--- src/rtl/sect_wp_pkg.sv ---
package sect_wp_pkg;

  typedef enum logic [1:0] {
    CMD_CHECK  = 2'b00,
    CMD_EN_SET = 2'b01,
    CMD_EN_CLR = 2'b10,
    CMD_MAP_WR = 2'b11
  } wpCmd_e;

  typedef struct packed {
    logic check;
    logic enSet;
    logic enClr;
    logic mapWrite;
  } wpStrobe_t;

endpackage

--- src/rtl/sect_wp_ctrl.sv ---
module sect_wp_ctrl
  import sect_wp_pkg::*;
(
  input  logic       cmdValid,
  input  logic [1:0] cmdCode,
  input  logic       wpN,
  output wpStrobe_t  stb
);

  wpCmd_e cmd;

  always_comb begin
    cmd          = wpCmd_e'(cmdCode);
    stb          = '0;
    stb.check    = cmdValid && (cmd == CMD_CHECK);
    stb.enSet    = cmdValid && (cmd == CMD_EN_SET);
    stb.enClr    = cmdValid && (cmd == CMD_EN_CLR);
    // map changes are refused while the pin holds protection
    stb.mapWrite = cmdValid && (cmd == CMD_MAP_WR) && wpN;
  end

  always_comb begin
    assert ($onehot0(stb)) else $error("p_one_strobe_r9");
  end

endmodule

--- src/rtl/sect_wp_datapath.sv ---
module sect_wp_datapath
  import sect_wp_pkg::*;
#(
  parameter int PAGE_W     = 11,
  parameter int SECT_LOG2  = 8,
  parameter int SMALL_LOG2 = 3
) (
  input  logic                                   clk,
  input  logic                                   rst_n,
  input  logic                                   wpN,
  input  wpStrobe_t                              stb,
  input  logic [PAGE_W-1:0]                      reqPage,
  input  logic [(1<<(PAGE_W-SECT_LOG2)):0]       mapData,
  output logic                                   allowOut,
  output logic                                   rejectOut,
  output logic [(1<<(PAGE_W-SECT_LOG2)):0]       protMap
);

  localparam int HI_W      = PAGE_W - SECT_LOG2;
  localparam int NUM_BIG   = 1 << HI_W;
  localparam int NUM_SECT  = NUM_BIG + 1;
  localparam int LOW_W     = SECT_LOG2 - SMALL_LOG2;

  logic [HI_W-1:0]     pageHi;
  logic [LOW_W-1:0]    pageMid;
  logic [NUM_SECT-1:0] sectHit;
  logic                swEn;
  logic                isProt;

  assign pageHi  = reqPage[PAGE_W-1:SECT_LOG2];
  assign pageMid = reqPage[SECT_LOG2-1:SMALL_LOG2];

  // first sector split in a small and a large part
  assign sectHit[0] = (pageHi == '0) && (pageMid == '0);
  assign sectHit[1] = (pageHi == '0) && (pageMid != '0);

  genvar k;
  generate
    for (k = 1; k < NUM_BIG; k++) begin : g_big
      assign sectHit[k+1] = (pageHi == HI_W'(k));
    end
  endgenerate

  assign isProt = |(sectHit & protMap) && (swEn || !wpN);

  always_ff @(posedge clk or negedge rst_n) begin
    if (!rst_n) begin
      protMap   <= '0;
      swEn      <= 1'b0;
      allowOut  <= 1'b0;
      rejectOut <= 1'b0;
    end else begin
      if (stb.mapWrite) protMap <= mapData;
      if (stb.enSet)    swEn <= 1'b1;
      else if (stb.enClr) swEn <= 1'b0;
      allowOut  <= stb.check && !isProt;
      rejectOut <= stb.check && isProt;
    end
  end

  p_map_frozen_r7: assert property (@(posedge clk) disable iff (!rst_n)
    !wpN |=> $stable(protMap));

  p_pin_forces_r4: assert property (@(posedge clk) disable iff (!rst_n)
    (stb.check && !wpN && protMap[0] && (reqPage < PAGE_W'(1 << SMALL_LOG2))) |=> rejectOut);

  p_sw_off_r5: assert property (@(posedge clk) disable iff (!rst_n)
    (stb.check && wpN && !swEn) |=> allowOut);

  p_pulse_cause_r9: assert property (@(posedge clk) disable iff (!rst_n)
    (allowOut || rejectOut) |-> $past(stb.check));

  p_exclusive_r9: assert property (@(posedge clk) disable iff (!rst_n)
    !(allowOut && rejectOut));

endmodule

--- src/rtl/sect_wp_check.sv ---
module sect_wp_check
  import sect_wp_pkg::*;
#(
  parameter int PAGE_W     = 11,
  parameter int SECT_LOG2  = 8,
  parameter int SMALL_LOG2 = 3,
  localparam int MAP_W     = (1 << (PAGE_W - SECT_LOG2)) + 1
) (
  input  logic              clk,
  input  logic              rst_n,
  input  logic              wpN,
  input  logic              cmdValid,
  input  logic [1:0]        cmdCode,
  input  logic [PAGE_W-1:0] reqPage,
  input  logic [MAP_W-1:0]  mapData,
  output logic              allowOut,
  output logic              rejectOut,
  output logic [MAP_W-1:0]  protMap
);

  wpStrobe_t stb;

  sect_wp_ctrl u_ctrl (
    .cmdValid (cmdValid),
    .cmdCode  (cmdCode),
    .wpN      (wpN),
    .stb      (stb)
  );

  sect_wp_datapath #(
    .PAGE_W     (PAGE_W),
    .SECT_LOG2  (SECT_LOG2),
    .SMALL_LOG2 (SMALL_LOG2)
  ) u_dp (
    .clk       (clk),
    .rst_n     (rst_n),
    .wpN       (wpN),
    .stb       (stb),
    .reqPage   (reqPage),
    .mapData   (mapData),
    .allowOut  (allowOut),
    .rejectOut (rejectOut),
    .protMap   (protMap)
  );

endmodule

--- config.mk ---
export PLATFORM = sky130hd
export DESIGN_NAME = sect_wp_check
export DESIGN_NICKNAME = d
export VERILOG_FILES = /design/src/rtl/sect_wp_pkg.sv /design/src/rtl/sect_wp_ctrl.sv /design/src/rtl/sect_wp_datapath.sv /design/src/rtl/sect_wp_check.sv
export SDC_FILE = /design/constraint.sdc
export NUM_CORES = 1
export LEC_CHECK = 0
export CAP_MARGIN = 20
export CORE_ASPECT_RATIO = 1.2
export CORE_MARGIN = 4
export CORE_UTILIZATION = 30
export CTS_BUF_LIST = sky130_fd_sc_hd__clkbuf_2 sky130_fd_sc_hd__clkbuf_4 sky130_fd_sc_hd__clkbuf_8
export CTS_CLUSTER_SIZE = 20
export DETAILED_ROUTE_END_ITERATION = 6
export GPL_TIMING_DRIVEN = 0
export HOLD_SLACK_MARGIN = 0.12
export PLACE_DENSITY = 0.7
export SYNTH_ARGS = -nofsm -noshare
export SYNTH_HDL_FRONTEND = slang
export SYNTH_HIERARCHICAL = 1
export SYNTH_SLANG_ARGS = --single-unit
--- constraint.sdc ---
create_clock -name clk -period 1.3 [get_ports clk]
set_input_delay 0.39 -clock clk [delete_from_list [all_inputs] [get_ports clk]]
set_output_delay 0.39 -clock clk [all_outputs]
set_load 0.01 [all_outputs]
==> metrics.md <==
| Metric | Value |
|---|---|
| Status | complete, but fails checks |
| Failing checks | setup timing |
| Reg2Reg Setup Slack | -0.01 ns |
| Maximum frequency from static timing analysis | 742.4 MHz |
| Post-detail-place hpwl | 1168 um |
| Yosys cell types | 22 |
| Endpoints failing hold | 0 |
| Area of the mapped netlist | 601.8 um^2 |
| Antenna violations before repair | 0 |
| Fraction of final layout cells sized beyond drive strength 1 | 0.4944 |
| Core outline area | 1872 um^2 |
| CP Cell Sequence | buf_6 > or4_4 > o211a_1 > o31a_1 |
| Number of buffers and inverters on the critical path | 1 |
| Slew at the pin with the worst max-slew slack | 0.5448 ns |
| Final clock skew | 0.002673 ns |
| Peak fanout along the critical path | 2 |
| Number of buffers created by CTS | 3 |
| Top-level port count | 37 |
| Total vias in the final route | 562 |
| Leading cell types by total area after synthesis | sky130_fd_sc_hd__dfrtp_1, sky130_fd_sc_hd__mux2_2, sky130_fd_sc_hd__mux4_2 |
| Kind of critical path | in2reg |
| Antenna cells | 0 |
| Final Max Slew Viols | 0 |
| Worst ir drop on vdd | 653.3 uV |
| Flop and latch count out of synthesis | 12 |
| CP top delay family | simple AND/OR/NAND/NOR gates |
| Relative max-transition margin | 0.6356 |
| Avg Cell Area, Syn | 13.08 um^2 |
| Sort of element at the end of the critical path | flop |
| Worst EP required | 1.46 ns |
| Critical path data arrival time | 1.50 ns |
| Commonest cells after routing, fill and taps aside | sky130_fd_sc_hd__clkdlybuf4s50_1, sky130_fd_sc_hd__dfrtp_1, sky130_fd_sc_hd__buf_2, sky130_fd_sc_hd__mux2_2, sky130_fd_sc_hd__buf_4 |
| Port Buf Inserts | 33 |
| Unrepaired setup endpoints after global routing | true |
| Share of the yosys chip area belonging to registers | 0.4990 |
| # DRC | 0 |
| Clock Pin Slew Worst Setup and Hold Paths | 0.08 ns |
| Clock tree from TritonCTS | yes |
| FP Rows | 17 |
| Period minus WS final | 1.347 ns |
| Leakage | 0.4857 nW |
| DR pass1 iterations | 2 |
| Detailed-route wire length per cell | 15.25 um |
| Synthesis-to-finish area growth | 70.06% |
| Number of synthesis warnings | 6 |
| Largest net degree at the start of global routing | 13 |
| Die area | 2790 um^2 |
| Combined global-route utilization of all metal layers | 0.1293 |
| Final weighted congestion in routability-driven placement | 0.6671 |
| Placement-stage cell area | 957.2 um^2 |
| Vias in the first global route | 632 |
| Worst slack at placement | -0.6690 ns |
| R2R cell count | 3 |
| Number of clock sinks | 12 |
| Total nets after synthesis | 72 |
| Clock H-tree levels | 1 |
| Power Density | 1128 nW/um^2 |
| Number of violations reported at the end of detailed-routing iteration 0 | 7 |
| Critical Path Source Type | input port |
| Wire length of the first global-routing pass | 2856 um |
| Starting Density | 0.3215 |
| Maximum single-stage delay on the critical path | 0.52 ns |
| Die Span Y | 57.07 um |
| Worst reg2reg path endpoint | u_dp/rejectOut |
| Final Instance Area | 1023 um^2 |
| Maxcap violations | 0 |
| Kind of path behind the tightest hold check | in2async |
| Hold-fix buffer count after cts | 0 |
| Clock tree root buffer cell | sky130_fd_sc_hd__clkbuf_4 |
| Remaining global-route overflow | 0 |
| Final worst path period share | 1.036 |
| Slowest-stage cell, CP | sky130_fd_sc_hd__or4_4 |
| Largest buffer count on any clock path | 2 |
| Setup-violating endpoint count in the final report | 1 |
| Horizontal die dimension | 48.89 um |
| Reg-to-Reg Start | u_dp/protMap[8] |
| Detailed-route wire length | 1647 um |
| Net count reported at finish | 116 |
| Residual antenna-violating net count after detailed routing | 0 |
| Via count normalized by instance count | 5.204 |
| Worst Slack Setup Final | -0.04693 ns |
| Post-synth top area cell | sky130_fd_sc_hd__dfrtp_1 |
| Post-synthesis cell count | 46 |
| Share of Yosys cell area claimed by the top area cell type | 0.4990 |
| Worst-skew pair later-pin latency | 0.27 ns |
[area by class of cell]
class / instances / area, um^2
multi-input cells: 30 / 337.8
flip-flops and latches: 12 / 300.3
repair buffers: 39 / 310.3
inverters: 4 / 15.01
well taps: 19 / 23.77
clock buffers: 4 / 36.28
fillers: 174 / 848.3
[stage by stage]
| step | total power (W) | setup TNS [ns] | hold WS [ns] | utilization | cells |
|---|---|---|---|---|---|
| floorplan | 0.0006400 | -0.3214 | 0.09441 | - | 46 |
| global placement | 0.0008713 | -6.316 | 0.4560 | 0.5114 | 98 |
| detailed placement | 0.0008775 | -6.582 | 0.4663 | 0.5114 | 98 |
| CTS | 0.001180 | -0.08140 | 0.4837 | 0.5608 | 107 |
| global route | 0.001226 | -0.07691 | 0.5054 | 0.5468 | 108 |
| finish | 0.001154 | -0.04693 | 0.4732 | 0.5468 | 108 |
[worst reg2reg max path: cells and delay by family (launching register included)]
family / cells / cell delay (ns)
muxes: 1 / 0.48
AOI/OAI and AO/OA: 2 / 0.33
DFF: 1 / 0.40
[layer usage]
metal | vias up | routed length (um) | track usage
met4 | 0 | 10 | 0.04615
met3 | 2 | 114 | 0.03133
li1 | 265 | - | -
met5 | - | 0 | 0
met1 | 275 | 709 | 0.1610
met2 | 20 | 812 | 0.2164
[state kept, by name, indices dropped and copies added, names as in the netlist]
name            count
u_dp/rejectOut      1
u_dp/allowOut       1
u_dp/protMap        9
u_dp/swEn           1
[cells by family (layout without fill, tap and decap cells)]
family / count (synthesis) / count (layout) / synth area share
DFF: 12 / 12 / 0.4990
and+or+nand+nor: 10 / 11 / 0.1331
muxes: 11 / 11 / 0.2225
buffers and inverters: 5 / 47 / 0.03117
AOI/OAI and AO/OA: 8 / 8 / 0.1144
[cells in the mapped netlist]
cell type / n
sky130_fd_sc_hd__o2111ai_1: 1
sky130_fd_sc_hd__dfrtp_1: 12
sky130_fd_sc_hd__o32ai_1: 1
sky130_fd_sc_hd__nor3b_1: 1
sky130_fd_sc_hd__nor2_1: 1
sky130_fd_sc_hd__mux4_2: 1
sky130_fd_sc_hd__o31a_1: 1
sky130_fd_sc_hd__o21a_1: 1
sky130_fd_sc_hd__mux2i_1: 1
sky130_fd_sc_hd__o211ai_1: 1
sky130_fd_sc_hd__mux2_2: 9
sky130_fd_sc_hd__and4_2: 1
sky130_fd_sc_hd__o211a_1: 2
sky130_fd_sc_hd__clkbuf_1: 1
sky130_fd_sc_hd__nand3b_1: 1
sky130_fd_sc_hd__or4_4: 1
sky130_fd_sc_hd__nor3_1: 1
sky130_fd_sc_hd__inv_1: 4
sky130_fd_sc_hd__a21o_1: 1
sky130_fd_sc_hd__or3b_2: 1
sky130_fd_sc_hd__nand2b_1: 1
sky130_fd_sc_hd__and3b_2: 2
[timing repair]
item,in CTS,in global routing
gates resized for setup,58,10
setup endpoints to repair,22,13
gates cloned,1,0
pin swaps,5,3
setup buffers,5,1
hold endpoints to repair,0,0
[worst max-delay path by stage]
stage	to	start	slack, ns	cells after the start
after detailed placement	u_dp/rejectOut	reqPage[8]	-0.67	4
after global routing	u_dp/rejectOut	u_dp/protMap[8]	-0.06	3
after floorplan	u_dp/rejectOut	reqPage[3]	-0.19	3
after global placement	u_dp/rejectOut	reqPage[8]	-0.67	4
after CTS	u_dp/rejectOut	reqPage[7]	-0.08	4
final	u_dp/rejectOut	reqPage[7]	-0.05	4
[report_power, final]
part           switching (W)  internal, W  leakage [nW]
registers          0.0000459     0.000443         0.147
clock network       0.000123     0.000170        0.0210
logic               0.000149     0.000224         0.318
(Power assumes the default switching activity.)
